[config.mk]
export PLATFORM = sky130hd
export DESIGN_NAME = bitplane_seq
export DESIGN_NICKNAME = d
export VERILOG_FILES = /design/src/rtl/bps_pkg.sv /design/src/rtl/bps_ctrl.sv /design/src/rtl/bps_capture.sv /design/src/rtl/bps_col_acc.sv /design/src/rtl/bitplane_seq.sv
export SDC_FILE = /design/constraint.sdc
export NUM_CORES = 1
export LEC_CHECK = 0
export ABC_AREA = 1
export BUFFER_PORTS_ARGS = -buffer_cell sky130_fd_sc_hd__buf_2
export CAP_MARGIN = 20
export CORE_MARGIN = 2
export CORE_UTILIZATION = 53
export CTS_BUF_LIST = sky130_fd_sc_hd__clkbuf_8
export DETAILED_ROUTE_END_ITERATION = 6
export PLACE_DENSITY = 0.76
export SKIP_LAST_GASP = 1
export SLEW_MARGIN = 25
export SYNTH_ARGS = -nofsm -noshare
export SYNTH_HDL_FRONTEND = slang
export SYNTH_HIERARCHICAL = 1
export SYNTH_SLANG_ARGS = --single-unit
export TNS_END_PERCENT = 20
[constraint.sdc]
create_clock -name clk_i -period 2.59 [get_ports clk_i]
set_input_delay 0.518 -clock clk_i [delete_from_list [all_inputs] [get_ports clk_i]]
set_output_delay 0.518 -clock clk_i [all_outputs]
set_load 0.005 [all_outputs]
[src/rtl/bps_pkg.sv]
package bps_pkg;
  typedef enum logic [1:0] {
    ST_IDLE  = 2'd0,
    ST_RESET = 2'd1,
    ST_DRIVE = 2'd2,
    ST_CONV  = 2'd3
  } seq_state_e;
endpackage

[src/rtl/bps_ctrl.sv]
module bps_ctrl
  import bps_pkg::*;
#(
  parameter int NUM_PLANES  = 8,
  parameter int CONV_CYCLES = 9,
  parameter int IDX_W       = $clog2(NUM_PLANES)
) (
  input  logic             clk_i,
  input  logic             rst_ni,
  input  logic             start_i,
  input  logic             plane_valid_i,
  input  logic             adc_valid_i,
  input  logic             got_i,
  output seq_state_e       state_o,
  output logic [IDX_W-1:0] plane_idx_o,
  output logic             ready_o,
  output logic             accept_o,
  output logic             clear_o,
  output logic             conv_first_o,
  output logic             conv_end_o,
  output logic             done_o
);
  localparam int CNT_W = $clog2(CONV_CYCLES);
  localparam logic [CNT_W-1:0] CNT_LAST = CNT_W'(CONV_CYCLES - 1);
  localparam logic [IDX_W-1:0] IDX_LAST = IDX_W'(NUM_PLANES - 1);

  seq_state_e       st_q, st_d;
  logic [CNT_W-1:0] cnt_q;
  logic [IDX_W-1:0] idx_q;
  logic             active_q, done_q, last_plane;

  assign last_plane   = (idx_q == IDX_LAST);
  assign ready_o      = (st_q == ST_IDLE) && (active_q || start_i);
  assign accept_o     = ready_o && plane_valid_i;
  assign clear_o      = (st_q == ST_IDLE) && start_i && !active_q;
  assign conv_first_o = (st_q == ST_CONV) && (cnt_q == '0);
  // converter must both have answered and have had its full minimum window
  assign conv_end_o   = (st_q == ST_CONV) && (cnt_q == CNT_LAST) && (got_i || adc_valid_i);

  always_comb begin
    st_d = st_q;
    unique case (st_q)
      ST_IDLE:  if (accept_o) st_d = ST_RESET;
      ST_RESET: st_d = ST_DRIVE;
      ST_DRIVE: st_d = ST_CONV;
      ST_CONV:  if (conv_end_o) st_d = ST_IDLE;
      default:  st_d = ST_IDLE;
    endcase
  end

  always_ff @(posedge clk_i or negedge rst_ni) begin
    if (!rst_ni) begin
      st_q     <= ST_IDLE;
      cnt_q    <= '0;
      idx_q    <= '0;
      active_q <= 1'b0;
      done_q   <= 1'b0;
    end else begin
      st_q   <= st_d;
      done_q <= conv_end_o && last_plane;
      if (st_q == ST_DRIVE) cnt_q <= '0;
      else if (st_q == ST_CONV && cnt_q != CNT_LAST) cnt_q <= cnt_q + 1'b1;
      if (clear_o) begin
        idx_q    <= '0;
        active_q <= 1'b1;
      end else if (conv_end_o) begin
        if (last_plane) active_q <= 1'b0;
        else            idx_q    <= idx_q + 1'b1;
      end
    end
  end

  assign state_o     = st_q;
  assign plane_idx_o = idx_q;
  assign done_o      = done_q;
endmodule

[src/rtl/bps_capture.sv]
module bps_capture #(
  parameter int W = 32
) (
  input  logic         clk_i,
  input  logic         rst_ni,
  input  logic         in_conv_i,
  input  logic         conv_end_i,
  input  logic         adc_valid_i,
  input  logic [W-1:0] adc_data_i,
  output logic         got_o,
  output logic [W-1:0] result_o
);
  logic         got_q;
  logic [W-1:0] res_q;

  always_ff @(posedge clk_i or negedge rst_ni) begin
    if (!rst_ni) begin
      got_q <= 1'b0;
      res_q <= '0;
    end else if (conv_end_i) begin
      got_q <= 1'b0;
    end else if (in_conv_i && adc_valid_i && !got_q) begin
      got_q <= 1'b1;
      res_q <= adc_data_i;
    end
  end

  // a result arriving on the last wait cycle is used straight from the port
  assign got_o    = got_q;
  assign result_o = got_q ? res_q : adc_data_i;
endmodule

[src/rtl/bps_col_acc.sv]
module bps_col_acc #(
  parameter int NUM_COLS = 4,
  parameter int ADC_W    = 8,
  parameter int ACC_W    = 16,
  parameter int IDX_W    = 3
) (
  input  logic                      clk_i,
  input  logic                      rst_ni,
  input  logic                      clear_i,
  input  logic                      add_i,
  input  logic [IDX_W-1:0]          shift_i,
  input  logic [NUM_COLS*ADC_W-1:0] code_i,
  output logic [NUM_COLS*ACC_W-1:0] acc_o
);
  for (genvar c = 0; c < NUM_COLS; c++) begin : g_col
    logic [ACC_W-1:0] acc_q;
    logic [ACC_W-1:0] term;

    assign term = ACC_W'(code_i[c*ADC_W +: ADC_W]) << shift_i;

    always_ff @(posedge clk_i or negedge rst_ni) begin
      if (!rst_ni)      acc_q <= '0;
      else if (clear_i) acc_q <= '0;
      else if (add_i)   acc_q <= acc_q + term;
    end

    assign acc_o[c*ACC_W +: ACC_W] = acc_q;
  end
endmodule

[src/rtl/bitplane_seq.sv]
module bitplane_seq
  import bps_pkg::*;
#(
  parameter int NUM_ROWS    = 16,
  parameter int NUM_COLS    = 4,
  parameter int ADC_W       = 8,
  parameter int NUM_PLANES  = 8,
  parameter int CONV_CYCLES = 9,
  parameter int ACC_W       = ADC_W + NUM_PLANES
) (
  input  logic                      clk_i,
  input  logic                      rst_ni,
  input  logic                      start_i,
  input  logic                      plane_valid_i,
  input  logic [NUM_ROWS-1:0]       plane_bits_i,
  output logic                      plane_ready_o,
  input  logic                      adc_valid_i,
  input  logic [NUM_COLS*ADC_W-1:0] adc_data_i,
  output logic                      cbl_rst_o,
  output logic                      cwl_en_o,
  output logic [NUM_ROWS-1:0]       cwl_o,
  output logic                      adc_start_o,
  output logic                      done_o,
  output logic [NUM_COLS*ACC_W-1:0] acc_o
);
  localparam int IDX_W  = $clog2(NUM_PLANES);
  localparam int CODE_W = NUM_COLS * ADC_W;

  seq_state_e          st;
  logic [IDX_W-1:0]    plane_idx;
  logic                accept, clear, conv_first, conv_end, got;
  logic [CODE_W-1:0]   code;
  logic [NUM_ROWS-1:0] plane_q;

  bps_ctrl #(
    .NUM_PLANES (NUM_PLANES),
    .CONV_CYCLES(CONV_CYCLES),
    .IDX_W      (IDX_W)
  ) u_ctrl (
    .clk_i        (clk_i),
    .rst_ni       (rst_ni),
    .start_i      (start_i),
    .plane_valid_i(plane_valid_i),
    .adc_valid_i  (adc_valid_i),
    .got_i        (got),
    .state_o      (st),
    .plane_idx_o  (plane_idx),
    .ready_o      (plane_ready_o),
    .accept_o     (accept),
    .clear_o      (clear),
    .conv_first_o (conv_first),
    .conv_end_o   (conv_end),
    .done_o       (done_o)
  );

  bps_capture #(.W(CODE_W)) u_cap (
    .clk_i      (clk_i),
    .rst_ni     (rst_ni),
    .in_conv_i  (st == ST_CONV),
    .conv_end_i (conv_end),
    .adc_valid_i(adc_valid_i),
    .adc_data_i (adc_data_i),
    .got_o      (got),
    .result_o   (code)
  );

  bps_col_acc #(
    .NUM_COLS(NUM_COLS),
    .ADC_W   (ADC_W),
    .ACC_W   (ACC_W),
    .IDX_W   (IDX_W)
  ) u_acc (
    .clk_i  (clk_i),
    .rst_ni (rst_ni),
    .clear_i(clear),
    .add_i  (conv_end),
    .shift_i(plane_idx),
    .code_i (code),
    .acc_o  (acc_o)
  );

  always_ff @(posedge clk_i or negedge rst_ni) begin
    if (!rst_ni)     plane_q <= '0;
    else if (accept) plane_q <= plane_bits_i;
  end

  assign cbl_rst_o   = (st == ST_RESET);
  assign cwl_en_o    = (st == ST_DRIVE);
  assign cwl_o       = cwl_en_o ? plane_q : '0;
  assign adc_start_o = conv_first;
endmodule

; ---- Word level (Yosys, flattened, before mapping)
; Index checks and enable logic that the tools add are counted.
[totals]
output_inout_bits = 85
elab_cells = 80
register_bits = 124
[classes]
shifts = 4
bitwise_logic = 1
muxes = 23
eq_ne = 9
add_sub_neg = 6
reduce_logical = 25
[op_table]
columns = op, count
row1 = $mux W16, 9
row2 = $add A16 B16 Y16, 4
row3 = $shl A8 B3 Y16, 4
row4 = $mux W32, 1
row5 = $logic_and A1 B1 Y1, 11
row6 = $mux W3, 3
row7 = $mux W4, 2
row8 = $pmux W2 S4, 1
row9 = $reduce_and A2 Y1, 4
row10 = $reduce_bool A2 Y1, 4
row11 = $ne A2 B2 Y1 const B, 3
row12 = $mux W1, 5
row13 = $add A4 B1 Y4 const B, 1
row14 = $eq A2 B2 Y1 const B, 2
row15 = $eq A4 B4 Y1 const B, 1
row16 = $logic_not A4 Y1, 1
row17 = $mux W2, 2
row18 = $ne A4 B4 Y1 const B, 1
row19 = $add A3 B1 Y3 const B, 1
row20 = $eq A3 B3 Y1 const B, 1
row21 = $eq A2 B1 Y1 const B, 1
row22 = $logic_not A1 Y1, 2
row23 = $logic_not A2 Y1, 1
row24 = $logic_or A1 B1 Y1, 2
row25 = $not A1 Y1, 1

; ---- Logic depth before layout (Yosys ltp)
; Gate-level depths: netlist (run 1).
[depth]
ltp_word = 5
mapped_depth = 22

; ---- Cells and area by module
; The synthesis (run 1) kept the hierarchy.
[modules_own_cells]
columns = module, area_per_inst_um2, n_inst, cells_each
row1 = bps_col_acc, 6890.4, 1, 1159
row2 = bps_capture, 1757.9, 1, 247
row3 = bitplane_seq, 823.3, 1, 107
row4 = bps_ctrl, 684.4, 1, 87

; ---- Least setup slack after synthesis (run 1)
; No wires, ideal clock.
[synth_timing]
path_kind = flip-flop to flip-flop
from = register u_ctrl.idx_q[0], in the netlist u_ctrl/plane_idx_o[0]
to = register u_acc.g_col[3].acc_q[12]
t_required_ps = 2473
period_less_slack_ps = 2418
stages_incl_launch_ff = 17
setup_time_ps = 117
arrival_ps = 2301
path_slack_ps = 172
n_path_buf = 2
path_cell_list = dfrtp_1 > buf_2 > inv_2 > clkbuf_1 > nand2_1 > nor3_1 > ha_1 > inv_1 > fa_1 > inv_1 > nand3_1 > nand3_1 > nand3_1 > nand3_1 > nand2_1 > nand3_1 > nand2_1
[synth_between]
elab_chain_cells = 4
[synth_rtl]
columns = item, line
row1 = from (decl), bps_ctrl.sv:29  ; logic [IDX_W-1:0] idx_q;
row2 = from (signal assigned), bps_ctrl.sv:68  ; else idx_q <= idx_q + 1'b1;
row3 = $shl A8 B3 Y16, bps_col_acc.sv:19  ; assign term = ACC_W'(code_i[c*ADC_W +: ADC_W]) << shift_i;
row4 = $add A16 B16 Y16, bps_col_acc.sv:24  ; else if (add_i) acc_q <= acc_q + term;
row5 = $mux W16, bps_col_acc.sv:24
row6 = $mux W16, bps_col_acc.sv:23  ; else if (clear_i) acc_q <= '0;
row7 = to (signal assigned), bps_col_acc.sv:24
row8 = to (decl), bps_col_acc.sv:16  ; logic [ACC_W-1:0] acc_q;
; Every way passes these cells. The select of a mux whose other input is x is not followed.
; A chain may end at the register's enable or synchronous reset.

; ---- Worst setup path after layout (run 1)
[layout_timing]
from = register u_cap.got_q, in the netlist u_cap/got_o
to = register u_acc.g_col[1].acc_q[15]
[layout_between]
elab_chain_cells = 5
elab_cells_between_ends = 8
[layout_rtl]
columns = item, line
row1 = from (decl), bps_capture.sv:13  ; logic got_q;
row2 = from (signal assigned), bps_capture.sv:18  ; got_q <= 1'b0;
row3 = from (signal assigned), bps_capture.sv:21  ; got_q <= 1'b0;
row4 = from (signal assigned), bps_capture.sv:23  ; got_q <= 1'b1;
row5 = $mux W32, bps_capture.sv:30  ; assign result_o = got_q ? res_q : adc_data_i;
row6 = via code[12], bitplane_seq.sv:32  ; logic [CODE_W-1:0] code;
row7 = $shl A8 B3 Y16, bps_col_acc.sv:19
row8 = $add A16 B16 Y16, bps_col_acc.sv:24
row9 = $mux W16, bps_col_acc.sv:24
row10 = $mux W16, bps_col_acc.sv:23
row11 = to (signal assigned), bps_col_acc.sv:24
row12 = to (decl), bps_col_acc.sv:16
; The timed path passes the listed nets, and every way through them passes these cells. The select of a mux whose other input is x is not followed.

==> impl_metrics.prom, run 1 <==
# TYPE chip_impl_metric gauge
chip_impl_metric{name="die_h",unit="um"} 142
chip_impl_metric{name="finish.net_count",unit=""} 1939
chip_impl_metric{name="avgSynthCellArea",unit="um2"} 6.35
chip_impl_metric{name="layout_setup_ws",unit="ps"} -35.1
chip_impl_metric{name="drt-vias-per-instance",unit=""} 5.37
chip_impl_metric{name="layout-drive-gt1-share",unit=""} 0.314
chip_impl_info{name="run_status",value="complete, but fails checks"} 1
chip_impl_metric{name="critical_path.n_buffers_inverters",unit=""} 4
chip_impl_metric{name="via_count",unit=""} 11078
chip_impl_metric{name="edff_count_synth",unit=""} 0
chip_impl_metric{name="maxClockFrequency",unit="GHz"} 0.381
chip_impl_info{name="synth_top_flop_cell",value="sky130_fd_sc_hd__dfrtp_1"} 1
chip_impl_metric{name="r2r_slack",unit="ps"} -40
chip_impl_metric{name="synth.cell_area",unit="um2"} 10200
chip_impl_info{name="violations",value="negative setup slack"} 1
chip_impl_metric{name="maxCapViolCount",unit=""} 0
chip_impl_metric{name="h-tree-depth",unit=""} 4
chip_impl_info{name="holdCritPathClass",value="input port to async pin"} 1
chip_impl_metric{name="async_flop_share",unit=""} 1.00
chip_impl_metric{name="cp_max_fo",unit=""} 6
chip_impl_metric{name="synth_cells",unit=""} 1600
chip_impl_metric{name="antenna_cells",unit=""} 0
chip_impl_metric{name="crit_required",unit="ps"} 2950
chip_impl_metric{name="die_w",unit="um"} 142
chip_impl_metric{name="grt_pass1_wl",unit="mm"} 46.5
chip_impl_metric{name="gr-usage-all-layers",unit=""} 0.283
chip_impl_metric{name="cts.sinks",unit=""} 124
chip_impl_metric{name="report.final.slew_viol_count",unit=""} 0
chip_impl_metric{name="route.detailed.wl_per_inst",unit="um"} 14.8
chip_impl_metric{name="io-pin-count",unit=""} 138
chip_impl_metric{name="cts_buffers",unit=""} 17
chip_impl_metric{name="clk_transition_reported_paths",unit="ps"} 90
chip_impl_metric{name="final_antenna_net_count",unit=""} 0
chip_impl_metric{name="layout.area.seq",unit="um2"} 3100
chip_impl_metric{name="largest_buffer_count_on_any_clock_path",unit=""} 2
chip_impl_info{name="slowest_stage",value="sky130_fd_sc_hd__dfrtp_2"} 1
chip_impl_metric{name="route.detailed.drc",unit=""} 0
chip_impl_metric{name="areaGrowthSynthToFinish",unit="%"} 30.5
chip_impl_metric{name="finalHoldViolCount",unit=""} 0
chip_impl_metric{name="net_switching_power_of_the_design",unit="mW"} 4.51
chip_impl_metric{name="power_frac_comb",unit=""} 0.544
chip_impl_metric{name="die_area",unit="um2"} 20300
chip_impl_metric{name="place_hpwl",unit="mm"} 21.4
chip_impl_metric{name="power-per-cell-area",unit="nW/um2"} 745
chip_impl_metric{name="holdBufCountCts",unit=""} 0
chip_impl_metric{name="tightestPinTransition",unit="ps"} 630
chip_impl_metric{name="post-place-ws",unit="ps"} -121
chip_impl_metric{name="post_synthesis_sequential_area_ratio",unit=""} 0.306
chip_impl_info{name="critical_path.top_delay_family",value="simple AND/OR/NAND/NOR gates"} 1
chip_impl_metric{name="overall_power",unit="mW"} 9.88
chip_impl_metric{name="irDropWorstVdd",unit="uV"} 520
chip_impl_metric{name="clock_insertion_delay_worst_skew",unit="ps"} 480
chip_impl_metric{name="io_buffer_count",unit=""} 137
chip_impl_info{name="worst_r2r_startpoint",value="u_cap/got_o"} 1
chip_impl_metric{name="fin_crit_sh",unit=""} 1.01
chip_impl_metric{name="detailedRoute.firstPassIterationCount",unit=""} 5
chip_impl_metric{name="grt_pass1_vias",unit=""} 9703
chip_impl_metric{name="stdcell_count",unit=""} 2062
chip_impl_info{name="cts_tree",value="done"} 1
chip_impl_metric{name="power.sequential.fraction",unit=""} 0.276
chip_impl_info{name="path_common_cell",value="sky130_fd_sc_hd__nand2_2"} 1
chip_impl_metric{name="std_cell_rows",unit=""} 50
chip_impl_metric{name="gpl.final_weighted_congestion",unit=""} 0.933
chip_impl_metric{name="global_route.overflow_total",unit=""} 0
chip_impl_metric{name="multiInputGateArea",unit="um2"} 7030
chip_impl_metric{name="grt_max_degree",unit=""} 44
chip_impl_metric{name="period_minus_slack",unit="ps"} 2630
chip_impl_metric{name="antenna_found_initial",unit=""} 0
chip_impl_metric{name="switching_power_share_of_the_total",unit=""} 0.457
chip_impl_metric{name="clock_power_share",unit=""} 0.180
chip_impl_metric{name="dp.cells",unit=""} 1999
chip_impl_info{name="setup_repair_after_global_routing_missed_its_margin",value="yes"} 1
chip_impl_metric{name="yosysWarningCount",unit=""} 6
chip_impl_metric{name="post_synth_num_cell_types",unit=""} 37
chip_impl_metric{name="fin_skew",unit="ps"} 17.5
chip_impl_metric{name="drtIter0Drc",unit=""} 895
chip_impl_metric{name="slew-limit-headroom",unit=""} 0.580
chip_impl_info{name="cts_root_buf",value="sky130_fd_sc_hd__clkbuf_8"} 1
chip_impl_metric{name="start_util",unit=""} 0.541
chip_impl_metric{name="finalSetupViolations",unit=""} 4
chip_impl_metric{name="routed_wirelength",unit="mm"} 30.4
chip_impl_metric{name="fillCellCount",unit=""} 1506
chip_impl_metric{name="synth-seq-cells",unit=""} 124
chip_impl_metric{name="fin_tns_setup",unit="ps"} -79.3
chip_impl_info{name="nature_of_the_critical_path_startpoint",value="flop"} 1
chip_impl_info{name="cp_cell_sequence",value="buf_8, buf_6, nand2_1, nand2_1, inv_2, nand2_2, o21ai_2, nand2_1, o21ai_2, mux2i_1, ha_1, nand2_2, inv_2, nand2_2, nor3_2, nand2_2, nand2_2, nand3_1, nand2_1, nor2_1"} 1
chip_impl_info{name="cp-end-kind",value="flop"} 1
chip_impl_info{name="timing_worst_setup_path_type",value="flop to flop"} 1
chip_impl_metric{name="p_int",unit="mW"} 5.36
chip_impl_info{name="worstSetupStartpoint",value="u_cap/got_o"} 1
chip_impl_metric{name="design.core.area",unit="um2"} 18800
chip_impl_metric{name="p_leak",unit="nW"} 7.58
chip_impl_metric{name="synth_fp_nets",unit=""} 1724
chip_impl_metric{name="slowest_delay",unit="ps"} 470
chip_impl_metric{name="worst-endpoint-arrival",unit="ps"} 2990
-- cells by family after synthesis --
kind of cell | after synthesis | share of synthesized area
simple gates | 993 | 0.408
flops | 124 | 0.306
fa+ha+maj | 71 | 0.0904
compound gates | 160 | 0.0840
buf+inv | 240 | 0.100
xor+xnor | 4 | 0.00345
mux | 8 | 0.00789
-- metrics by stage --
stage	hold WS [ps]	utilization	cell area [um2]
6_report	42.4	0.706	13200
5_1_grt	80.5	0.706	13200
4_1_cts	53.4	0.640	12000
3_5_place_dp	458	0.617	11600
3_3_place_gp	453	0.617	11600
2_1_floorplan	222	-	10200
-- synthesized netlist by cell type (6+ instances only) --
cell | count | area, um2
sky130_fd_sc_hd__inv_1 | 175 | 657
sky130_fd_sc_hd__nand2_2 | 6 | 37.5
sky130_fd_sc_hd__ha_1 | 67 | 838
sky130_fd_sc_hd__nor2_1 | 82 | 308
sky130_fd_sc_hd__o21ai_1 | 14 | 70.1
sky130_fd_sc_hd__nand2_1 | 694 | 2610
sky130_fd_sc_hd__nor2_2 | 11 | 68.8
sky130_fd_sc_hd__buf_2 | 26 | 130
sky130_fd_sc_hd__clkbuf_1 | 14 | 52.6
sky130_fd_sc_hd__nand3b_1 | 15 | 113
sky130_fd_sc_hd__nor3_1 | 18 | 90.1
sky130_fd_sc_hd__nand3_1 | 133 | 666
sky130_fd_sc_hd__mux2i_1 | 8 | 80.1
sky130_fd_sc_hd__inv_2 | 8 | 30.0
sky130_fd_sc_hd__buf_6 | 10 | 113
sky130_fd_sc_hd__nand4_1 | 13 | 81.3
sky130_fd_sc_hd__a21oi_1 | 63 | 315
sky130_fd_sc_hd__and2_1 | 10 | 62.6
sky130_fd_sc_hd__dfrtp_1 | 124 | 3100
sky130_fd_sc_hd__o21ai_0 | 62 | 310
-- final timing paths --
| path | endpoint | cells after the start |
|---|---|---|
| worst min-delay path | u_acc/g_col[2].acc_q[10] | 1 |
| worst max register to register | u_acc/g_col[1].acc_q[15] | 20 |
| worst max-delay path | u_acc/g_col[1].acc_q[15] | 20 |
| min in group clk_i | plane_q[10] | 3 |
| max in group asynchronous | u_cap/res_q[4] | 2 |
| worst min register to register | u_cap/res_q[21] | 2 |
-- state kept, by name (all words and copies together) (netlist names) --
name / cells
u_cap/res_q: 32
plane_q: 16
u_ctrl/done_o: 1
u_acc/g_col.acc_q: 64
u_ctrl/state_o: 2
u_cap/got_o: 1
u_ctrl/plane_idx_o: 3
u_ctrl/active_q: 1
u_ctrl/cnt_q: 4
-- area by class of cell --
type / instances / share of cell area
multi-input cells: 1236 / 0.530
clock inverters: 15 / 0.0117
inverters: 184 / 0.0531
repair buffers: 252 / 0.131
well taps: 234 / 0.0221
clock buffers: 17 / 0.0177
flip-flops and latches: 124 / 0.234
-- cell usage in the layout, fill, tap and decap left out, drive strengths merged, types with 3 or more instances in the layout --
cell type,n
nand2,702
buf,251
inv,192
nand3,135
dfrtp,124
nor2,97
o21ai,77
ha,67
a21oi,63
clkbuf,18
nor3,18
nand3b,15
nand4,13
and2,10
mux2i,8
clkinvlp,4
xor2,4
o22ai,4
a22o,4
a31oi,4
fa,4
o31ai,4
a21o,3
or2,3
-- per-layer routing --
metal | part of all wire | vias up | routed length [um] | global-route usage
met5 | 0 | - | 0 | 0
met4 | 0.015 | 0 | 461 | 0.0677
met3 | 0.063 | 42 | 1900 | 0.0434
met2 | 0.46 | 402 | 14100 | 0.439
met1 | 0.46 | 5122 | 14000 | 0.416
li1 | - | 5512 | - | -
-- power groups by stage --
stage,clock network [mW],logic [mW],registers (mW)
finish,1.77,5.37,2.73
global route,1.89,5.90,2.78
global placement,0,4.27,2.72
CTS,1.79,4.42,2.70
detailed placement,0,4.36,2.73
floorplan,0,2.79,2.65
-- what timing repair did --
action | in CTS | in global routing
cloned | 0 | 1
endpoints found under the setup margin | 26 | 52
setup buffers | 4 | 27
gates resized for setup | 21 | 303
pin swaps | 5 | 129
hold endpoints to repair | 0 | 0
Note: power is estimated with default switching activity, not from simulation.
==> run 2: changes to the inputs <==
--- a/config.mk
+++ b/config.mk
@@ -5,14 +5,14 @@
 export SDC_FILE = /design/constraint.sdc
 export NUM_CORES = 1
 export LEC_CHECK = 0
-export ABC_AREA = 1
 export BUFFER_PORTS_ARGS = -buffer_cell sky130_fd_sc_hd__buf_2
 export CAP_MARGIN = 20
 export CORE_MARGIN = 2
 export CORE_UTILIZATION = 53
 export CTS_BUF_LIST = sky130_fd_sc_hd__clkbuf_8
 export DETAILED_ROUTE_END_ITERATION = 6
-export PLACE_DENSITY = 0.76
+export GPL_TIMING_DRIVEN = 0
+export PLACE_DENSITY = 0.77
 export SKIP_LAST_GASP = 1
 export SLEW_MARGIN = 25
 export SYNTH_ARGS = -nofsm -noshare
==> constraint.sdc (replaced) <==
create_clock -name clk_i -period 2.4 [get_ports clk_i]
set_input_delay 0.48 -clock clk_i [delete_from_list [all_inputs] [get_ports clk_i]]
set_output_delay 0.48 -clock clk_i [all_outputs]
set_load 0.005 [all_outputs]
==> run 2 against run 1 <==
The run ends with design-rule violations, negative setup slack left. Worst setup slack got worse by 990 ps. Final cell count fell by 27%. Largest cell class unchanged. Die area decreased by 3.3%. Critical path type unchanged.
==> impl_metrics.prom, run 2 <==
# TYPE chip_impl_metric gauge
chip_impl_metric{name="route.detailed.drc",unit=""} 11
chip_impl_info{name="yosys-top-cells-count",value="sky130_fd_sc_hd__dfrtp_1, sky130_fd_sc_hd__nor2_1, sky130_fd_sc_hd__nand2_1"} 1
chip_impl_metric{name="cp_max_fo",unit=""} 10
chip_impl_info{name="combinational_family_with_the_most_area_after_synthesis",value="multiplexers"} 1
chip_impl_info{name="nature_of_the_critical_path_startpoint",value="flop"} 1
chip_impl_metric{name="final_antenna_net_count",unit=""} 0
chip_impl_info{name="slowest_stage",value="sky130_fd_sc_hd__dfrtp_1"} 1
chip_impl_metric{name="std_cell_rows",unit=""} 49
chip_impl_metric{name="detailedRoute.firstPassIterationCount",unit=""} 7
chip_impl_metric{name="p_leak",unit="nW"} 6.16
chip_impl_metric{name="h-tree-depth",unit=""} 4
chip_impl_metric{name="fin_worst_hold_slack",unit="ps"} 246
chip_impl_metric{name="cts.sinks",unit=""} 124
chip_impl_metric{name="muxShareOfSynthArea",unit=""} 0.181
chip_impl_info{name="worstSetupStartpoint",value="u_cap/got_o"} 1
chip_impl_info{name="run_status",value="complete, but fails checks"} 1
chip_impl_info{name="netlist.top_cell.by_area",value="sky130_fd_sc_hd__dfrtp_1"} 1
chip_impl_metric{name="clk_transition_reported_paths",unit="ps"} 90
chip_impl_info{name="cp_cell_sequence",value="buf_6, buf_12, buf_4, mux2_4, mux2i_4, or3_4, inv_1, ha_1, a21oi_2, o21bai_2, nor4_4, buf_4, nor2_1, xnor2_1, a211oi_1"} 1
chip_impl_info{name="setup_repair_after_global_routing_missed_its_margin",value="yes"} 1
chip_impl_info{name="final_cell_mix",value="sky130_fd_sc_hd__buf_2, sky130_fd_sc_hd__dfrtp_1, sky130_fd_sc_hd__nor2_1, sky130_fd_sc_hd__buf_4, sky130_fd_sc_hd__mux2_4"} 1
chip_impl_metric{name="gr-usage-all-layers",unit=""} 0.302
chip_impl_metric{name="period_minus_slack",unit="ps"} 3420
chip_impl_metric{name="layout-drive-gt1-share",unit=""} 0.453
chip_impl_metric{name="clock_insertion_delay_worst_skew",unit="ps"} 460
chip_impl_metric{name="maxClockFrequency",unit="GHz"} 0.292
chip_impl_metric{name="areaGrowthSynthToFinish",unit="%"} 33.5
chip_impl_info{name="netlist_top_cells_area",value="sky130_fd_sc_hd__dfrtp_1, sky130_fd_sc_hd__ha_1, sky130_fd_sc_hd__mux2_4"} 1
chip_impl_info{name="holdCritPathClass",value="input port to flop"} 1
chip_impl_metric{name="via_count",unit=""} 9474
chip_impl_info{name="cts_root_buf",value="sky130_fd_sc_hd__clkbuf_8"} 1
chip_impl_metric{name="place_hpwl",unit="mm"} 21.2
chip_impl_metric{name="finalSetupViolations",unit=""} 64
chip_impl_info{name="cts_tree",value="done"} 1
chip_impl_metric{name="synth_cells",unit=""} 1034
chip_impl_metric{name="die_area",unit="um2"} 19600
chip_impl_metric{name="route.detailed.wl_per_inst",unit="um"} 21.5
chip_impl_metric{name="worst-endpoint-arrival",unit="ps"} 3760
chip_impl_metric{name="fin_skew",unit="ps"} 12.3
chip_impl_info{name="hp-start",value="plane_bits_i[15]"} 1
chip_impl_info{name="timing_worst_setup_path_type",value="flop to flop"} 1
chip_impl_metric{name="drtIter0Drc",unit=""} 1137
chip_impl_metric{name="final_area",unit="um2"} 13100
chip_impl_info{name="worst_r2r_startpoint",value="u_cap/got_o"} 1
chip_impl_metric{name="grt_pass1_wl",unit="mm"} 46.9
chip_impl_metric{name="synth_compound_gate_area_share",unit=""} 0.162
chip_impl_metric{name="layout_setup_ws",unit="ps"} -1020
chip_impl_metric{name="die_h",unit="um"} 140
chip_impl_metric{name="synth.cell_area",unit="um2"} 9810
chip_impl_metric{name="synth-adder-area-share",unit=""} 0.0936
chip_impl_info{name="violations",value="design-rule violations, negative setup slack"} 1
chip_impl_info{name="path_common_cell",value="sky130_fd_sc_hd__buf_4"} 1
chip_impl_metric{name="number_of_cells_traversed_by_the_worst_register_to_register_path",unit=""} 15
chip_impl_metric{name="largest_register_ff_count",unit=""} 64
chip_impl_info{name="biggest_registers_after_layout",value="u_acc/g_col.acc_q: 64 flops, u_cap/res_q: 32 flops, plane_q: 16 flops"} 1
chip_impl_metric{name="post_synth_num_cell_types",unit=""} 87
chip_impl_metric{name="netlist.area_leader.share",unit=""} 0.316
chip_impl_metric{name="io_buffer_count",unit=""} 137
chip_impl_metric{name="grt_pass1_vias",unit=""} 8815
chip_impl_metric{name="start_util",unit=""} 0.542
chip_impl_metric{name="global_route.overflow_total",unit=""} 0
chip_impl_metric{name="design.core.area",unit="um2"} 18100
chip_impl_info{name="cp-end-kind",value="flop"} 1
chip_impl_metric{name="cts_buffers",unit=""} 17
chip_impl_metric{name="power-per-cell-area",unit="nW/um2"} 784
chip_impl_metric{name="yosysWarningCount",unit=""} 6
chip_impl_metric{name="routed_wirelength",unit="mm"} 32.4
chip_impl_metric{name="slew-limit-headroom",unit=""} 0.432
chip_impl_metric{name="antenna_cells",unit=""} 0
chip_impl_info{name="post-synth-top-count-cell",value="sky130_fd_sc_hd__dfrtp_1"} 1
chip_impl_metric{name="fillCellCount",unit=""} 1220
chip_impl_metric{name="avgSynthCellArea",unit="um2"} 9.48
chip_impl_metric{name="finalHoldViolCount",unit=""} 0
chip_impl_metric{name="async_flop_share",unit=""} 1.00
chip_impl_metric{name="yosys.area_share.xor_xnor",unit=""} 0.0330
chip_impl_metric{name="irDropWorstVdd",unit="uV"} 421
chip_impl_metric{name="finish.net_count",unit=""} 1391
chip_impl_metric{name="maxCapViolCount",unit=""} 0
chip_impl_info{name="mostFrequentLayoutCell",value="sky130_fd_sc_hd__buf_2"} 1
chip_impl_metric{name="drt-vias-per-instance",unit=""} 6.28
chip_impl_info{name="largest_register",value="u_acc/g_col.acc_q"} 1
chip_impl_metric{name="largest_buffer_count_on_any_clock_path",unit=""} 2
chip_impl_metric{name="crit_required",unit="ps"} 2740
chip_impl_metric{name="fin_crit_sh",unit=""} 1.43
chip_impl_metric{name="die_w",unit="um"} 140
chip_impl_metric{name="synth-seq-cells",unit=""} 124
chip_impl_metric{name="worstHoldPathCells",unit=""} 2
chip_impl_metric{name="fin_util",unit=""} 0.724
chip_impl_metric{name="antenna_found_initial",unit=""} 0
chip_impl_metric{name="synth_fp_nets",unit=""} 1158
chip_impl_metric{name="post_synthesis_sequential_area_ratio",unit=""} 0.316
chip_impl_metric{name="report.final.slew_viol_count",unit=""} 0
chip_impl_metric{name="grt_max_degree",unit=""} 81
chip_impl_metric{name="synthSimpleGateAreaFrac",unit=""} 0.171
chip_impl_metric{name="placed_area",unit="um2"} 10900
chip_impl_metric{name="edff_count_synth",unit=""} 0
chip_impl_info{name="synth_top_flop_cell",value="sky130_fd_sc_hd__dfrtp_1"} 1
chip_impl_metric{name="io-pin-count",unit=""} 138
chip_impl_metric{name="tightestPinTransition",unit="ps"} 852
chip_impl_metric{name="slowest_delay",unit="ps"} 390
chip_impl_metric{name="gpl.final_weighted_congestion",unit=""} 0.973
run 2: cell count changes after synthesis, moves of 12 or more:
cell	delta
sky130_fd_sc_hd__a211oi_1	+17
sky130_fd_sc_hd__clkbuf_1	+13
sky130_fd_sc_hd__inv_1	-146
sky130_fd_sc_hd__mux2_2	+50
sky130_fd_sc_hd__mux2_4	+41
sky130_fd_sc_hd__mux2i_1	+50
sky130_fd_sc_hd__nand2_1	-616
sky130_fd_sc_hd__nand3_1	-110
sky130_fd_sc_hd__nand3b_1	-12
sky130_fd_sc_hd__nor2_1	+38
sky130_fd_sc_hd__nor2b_1	+13
sky130_fd_sc_hd__xnor2_1	+25
run 2: metal layers:
metal	wire length, um	global-route usage	share of wire	vias up
met2	15300	0.491	0.47	472
li1	-	-	-	4217
met4	930	0.0781	0.029	0
met3	2540	0.0574	0.078	97
met5	0	0	0	-
met1	13700	0.418	0.42	4688
run 2: final timing paths:
| path | end | slack, ps |
|---|---|---|
| max | u_acc/g_col[2].acc_q[7] | -1020 |
| max reg2reg | u_acc/g_col[2].acc_q[7] | -1020 |
| min reg2reg | plane_q[14] | 510 |
| max in group asynchronous | u_ctrl/plane_idx_o[2] | 1170 |
| min in group asynchronous | u_acc/g_col[0].acc_q[5] | 500 |
| min | plane_q[15] | 250 |
run 2: metrics by stage:
stage / cells / power [mW] / setup WS, ps / setup TNS, ps
4_1_cts: 1475 / 9.18 / -939 / -48130
3_5_place_dp: 1401 / 6.62 / -1270 / -57990
2_1_floorplan: 1034 / 5.59 / -706 / -19760
6_report: 1509 / 10.3 / -1020 / -45740
5_1_grt: 1509 / 10.8 / -1100 / -53610
3_3_place_gp: 1400 / 6.52 / -1230 / -159730
run 2: worst max-delay path, delay by kind of cell, from the launching register on:
kind / cells / cell delay (ps)
xor gates and xnor gates: 1 / 140
DFF: 1 / 390
AOI/OAI and AO/OA: 3 / 660
and+or+nand+nor: 3 / 610
buffers and inverters: 5 / 680
muxes: 2 / 530
adders and majority gates: 1 / 280
run 2: what timing repair did:
item	4_1_cts	5_1_grt
resized for setup	123	176
hold buffers	1	0
setup endpoints to repair	64	76
setup buffers	42	36
gates cloned	1	0
hold endpoints to repair	44	0
pin swaps	48	62
run 2: logic make-up (layout without fill, tap and decap cells):
kind of cell | count (synthesis) | in the layout
muxes | 150 | 150
adders and majority gates | 71 | 71
DFF | 124 | 124
xor gates and xnor gates | 37 | 37
buffers and inverters | 84 | 330
and+or+nand+nor | 336 | 336
AOI/OAI and AO/OA | 232 | 232
run 2: where the power goes:
group          total, mW  switching [mW]  leakage [nW]  internal, mW
clock network       1.88           0.989         0.194         0.895
logic               5.51            2.64          4.33          2.88
registers           2.87           0.320          1.63          2.55
total               10.3            3.95          6.16          6.32
run 2: cell type report:
cell class | instances | area [um2] | area share
buffer | 51 | 415 | 0.0317
clock buffer | 19 | 262 | 0.0200
sequential | 124 | 3110 | 0.237
multi-input combinational | 826 | 7450 | 0.569
inverter | 30 | 113 | 0.00860
tap | 229 | 287 | 0.0219
timing repair buffer | 217 | 1330 | 0.102
clock inverter | 13 | 129 | 0.00984
==> run 3: changes to the inputs <==
--- a/config.mk
+++ b/config.mk
@@ -5,6 +5,7 @@
 export SDC_FILE = /design/constraint.sdc
 export NUM_CORES = 1
 export LEC_CHECK = 0
+export ABC_AREA = 1
 export BUFFER_PORTS_ARGS = -buffer_cell sky130_fd_sc_hd__buf_2
 export CAP_MARGIN = 20
 export CORE_MARGIN = 2
@@ -12,7 +13,7 @@
 export CTS_BUF_LIST = sky130_fd_sc_hd__clkbuf_8
 export DETAILED_ROUTE_END_ITERATION = 6
 export GPL_TIMING_DRIVEN = 0
-export PLACE_DENSITY = 0.77
+export PLACE_DENSITY = 0.76
 export SKIP_LAST_GASP = 1
 export SLEW_MARGIN = 25
 export SYNTH_ARGS = -nofsm -noshare
==> run 3 against run 2 <==
Clock-buffer cell count down 2. Non-clock buffer count down 12. Power grew 8.2%. Global-route usage increased by 0.71 points. Largest power group unchanged. The flow finishes with violations (negative setup slack). Core utilization increased by 0.29 points. Largest cell class unchanged. Highest routed layer unchanged. Register-to-register slack improved by 770 ps. First-iteration DRC count is 15% lower. Wire length grew 1.2%. Die area is 3.5% higher. Critical path type unchanged. Via count increased by 20%. Fmax up 29%.
==> impl_metrics.prom, run 3 (synthesis results as in run 1) <==
# TYPE chip_impl_metric gauge
chip_impl_info{name="run_status",value="complete, but fails checks"} 1
chip_impl_info{name="violations",value="negative setup slack"} 1
chip_impl_info{name="biggest_registers_after_layout",value="u_acc/g_col.acc_q: 64 flops, u_cap/res_q: 32 flops, plane_q: 16 flops"} 1
chip_impl_metric{name="io-pin-count",unit=""} 138
chip_impl_metric{name="fin_skew",unit="ps"} 16.4
chip_impl_metric{name="cts.sinks",unit=""} 124
chip_impl_metric{name="p_leak",unit="nW"} 7.61
chip_impl_metric{name="route.detailed.drc",unit=""} 0
chip_impl_info{name="critical_path.endpoint",value="u_acc/g_col[1].acc_q[15]"} 1
chip_impl_metric{name="fin_worst_hold_slack",unit="ps"} 212
chip_impl_metric{name="clock_insertion_delay_worst_skew",unit="ps"} 460
chip_impl_metric{name="drtIter0Drc",unit=""} 966
chip_impl_info{name="worst_r2r_startpoint",value="u_cap/got_o"} 1
chip_impl_metric{name="grt_pass1_wl",unit="mm"} 49.9
chip_impl_info{name="timing_worst_setup_path_type",value="flop to flop"} 1
chip_impl_metric{name="maxClockFrequency",unit="GHz"} 0.377
chip_impl_metric{name="layout_setup_ws",unit="ps"} -256
chip_impl_metric{name="finalSetupViolations",unit=""} 60
chip_impl_metric{name="fin_util",unit=""} 0.727
chip_impl_metric{name="number_of_cells_traversed_by_the_worst_register_to_register_path",unit=""} 20
chip_impl_metric{name="fin_crit_sh",unit=""} 1.11
chip_impl_metric{name="die_area",unit="um2"} 20300
chip_impl_metric{name="r2r_slack",unit="ps"} -260
chip_impl_metric{name="drt-vias-per-instance",unit=""} 5.49
chip_impl_metric{name="period_minus_slack",unit="ps"} 2660
chip_impl_metric{name="maxCapViolCount",unit=""} 0
chip_impl_metric{name="largest_buffer_count_on_any_clock_path",unit=""} 2
chip_impl_info{name="slowest_stage",value="sky130_fd_sc_hd__dfrtp_1"} 1
chip_impl_metric{name="antenna_found_initial",unit=""} 0
chip_impl_info{name="cp-end-kind",value="flop"} 1
chip_impl_metric{name="clk_transition_reported_paths",unit="ps"} 90
chip_impl_info{name="worstSetupStartpoint",value="u_cap/got_o"} 1
chip_impl_metric{name="via_count",unit=""} 11350
chip_impl_metric{name="multiInputGateArea",unit="um2"} 7490
chip_impl_metric{name="grt_pass1_vias",unit=""} 10117
chip_impl_metric{name="io_buffer_count",unit=""} 137
chip_impl_metric{name="critical_path.n_buffers_inverters",unit=""} 5
chip_impl_metric{name="gr-usage-all-layers",unit=""} 0.309
chip_impl_metric{name="grtUsageMet2",unit=""} 0.492
chip_impl_metric{name="routed_wirelength",unit="mm"} 32.8
chip_impl_metric{name="post-place-ws",unit="ps"} -713
chip_impl_metric{name="layout-drive-gt1-share",unit=""} 0.338
chip_impl_metric{name="h-tree-depth",unit=""} 4
chip_impl_info{name="critical_path.top_delay_family",value="simple AND/OR/NAND/NOR gates"} 1
chip_impl_metric{name="layout.area.seq",unit="um2"} 3100
chip_impl_metric{name="final_antenna_net_count",unit=""} 0
chip_impl_metric{name="die_w",unit="um"} 142
chip_impl_metric{name="antenna_cells",unit=""} 0
chip_impl_metric{name="fillCellCount",unit=""} 1548
chip_impl_metric{name="report.final.slew_viol_count",unit=""} 0
chip_impl_metric{name="worst-endpoint-arrival",unit="ps"} 3000
chip_impl_metric{name="critical_path_cell_count",unit=""} 20
chip_impl_metric{name="detailedRoute.firstPassIterationCount",unit=""} 6
chip_impl_metric{name="groute.layer.met3.usage",unit=""} 0.0562
chip_impl_metric{name="slew-limit-headroom",unit=""} 0.506
chip_impl_metric{name="finish.net_count",unit=""} 1943
chip_impl_metric{name="irDropWorstVdd",unit="uV"} 520
chip_impl_info{name="mostFrequentLayoutCell",value="sky130_fd_sc_hd__nand2_1"} 1
chip_impl_metric{name="grt_max_degree",unit=""} 72
chip_impl_metric{name="std_cell_rows",unit=""} 50
chip_impl_metric{name="areaGrowthSynthToFinish",unit="%"} 34.3
chip_impl_info{name="setup_repair_after_global_routing_missed_its_margin",value="yes"} 1
chip_impl_info{name="final_cell_mix",value="sky130_fd_sc_hd__nand2_1, sky130_fd_sc_hd__inv_1, sky130_fd_sc_hd__buf_2, sky130_fd_sc_hd__dfrtp_1, sky130_fd_sc_hd__nand3_1"} 1
chip_impl_metric{name="place_hpwl",unit="mm"} 23.1
chip_impl_metric{name="globalRouteMet1Util",unit=""} 0.422
chip_impl_info{name="holdCritPathClass",value="input port to flop"} 1
chip_impl_info{name="cts_tree",value="done"} 1
chip_impl_metric{name="die_h",unit="um"} 142
chip_impl_metric{name="slowest_delay",unit="ps"} 390
chip_impl_metric{name="cp_max_fo",unit=""} 7
chip_impl_info{name="grt_most_used_layer",value="met2"} 1
chip_impl_info{name="cp_cell_sequence",value="buf_6, inv_8, buf_6, nand2_2, nand2_2, inv_2, o21ai_2, nand2_1, o21ai_4, nand2_2, o21ai_4, ha_4, nand2_2, inv_1, a21oi_2, nand2_2, nand2_1, nand2_2, a21oi_2, nor2_1"} 1
chip_impl_metric{name="cts_buffers",unit=""} 17
chip_impl_metric{name="global_route.overflow_total",unit=""} 0
chip_impl_metric{name="gpl.final_weighted_congestion",unit=""} 0.948
chip_impl_metric{name="power-per-cell-area",unit="nW/um2"} 815
chip_impl_info{name="cts_root_buf",value="sky130_fd_sc_hd__clkbuf_8"} 1
chip_impl_metric{name="largest_register_ff_count",unit=""} 64
chip_impl_metric{name="finalHoldViolCount",unit=""} 0
chip_impl_info{name="nature_of_the_critical_path_startpoint",value="flop"} 1
chip_impl_info{name="r2r_end",value="u_acc/g_col[1].acc_q[15]"} 1
chip_impl_metric{name="tightestPinTransition",unit="ps"} 742
chip_impl_metric{name="route.detailed.wl_per_inst",unit="um"} 15.9
chip_impl_metric{name="start_util",unit=""} 0.541
chip_impl_metric{name="crit_required",unit="ps"} 2740
chip_impl_info{name="largest_register",value="u_acc/g_col.acc_q"} 1
chip_impl_info{name="path_common_cell",value="sky130_fd_sc_hd__nand2_2"} 1
chip_impl_metric{name="design.core.area",unit="um2"} 18800
==> run 3: final cells by class <==
cell class,instances,area share
multi-input combinational,1236,0.549
clock inverter,15,0.0137
sequential,124,0.228
inverter,184,0.0519
timing repair buffer,200,0.0879
clock buffer,17,0.0172
buffer,56,0.0309
tap,234,0.0215
==> run 3: layer usage <==
metal / routed length [um] / part of all wire / vias to the layer above
met5: 0 / 0 / -
met3: 2470 / 0.075 / 60
li1: - / - / 5512
met1: 14300 / 0.43 / 5303
met2: 15200 / 0.46 / 475
met4: 851 / 0.026 / 0
==> run 3: timing repair <==
action | CTS | global route
endpoints found under the setup margin | 56 | 64
gates resized for setup | 188 | 248
endpoints found under the hold margin | 53 | 0
hold buffers | 1 | 0
buffers inserted | 33 | 26
pin swaps | 59 | 87
gates cloned | 2 | 0
==> run 3: worst min-delay path, cell delays in order <==
cell	delay, ps
sky130_fd_sc_hd__buf_2	70
sky130_fd_sc_hd__nand2_1	40
sky130_fd_sc_hd__nand2_1	50
==> run 3: where the power goes <==
group | internal [mW] | switching [mW] | leakage, nW
combinational | 2.49 | 3.63 | 5.73
sequential | 2.51 | 0.453 | 1.67
clock | 1.04 | 0.984 | 0.211
total | 6.05 | 5.06 | 7.61
==> run 3: worst min path at each step <==
stage	start	cells after the start	slack, ps	end
final	plane_bits_i[13]	3	210	plane_q[13]
after CTS	plane_bits_i[13]	3	190	plane_q[13]
after floorplan	rst_ni	0	180	plane_q[0]
after global placement	plane_q[4]	2	450	plane_q[4]
after detailed placement	rst_ni	1	450	u_acc/g_col[2].acc_q[12]
after global routing	plane_bits_i[13]	3	200	plane_q[13]
==> run 3: metrics by stage <==
stage / setup TNS, ps / power [mW] / std cells / cell area (um2)
final: -8940 / 11.1 / 2066 / 13600
after global routing: -17630 / 11.8 / 2066 / 13600
after CTS: -6590 / 9.99 / 2040 / 12400
after detailed placement: -22700 / 7.29 / 1972 / 11200
after global placement: -133630 / 7.20 / 1971 / 11100
after floorplan: 0 / 5.88 / 1600 / 10200
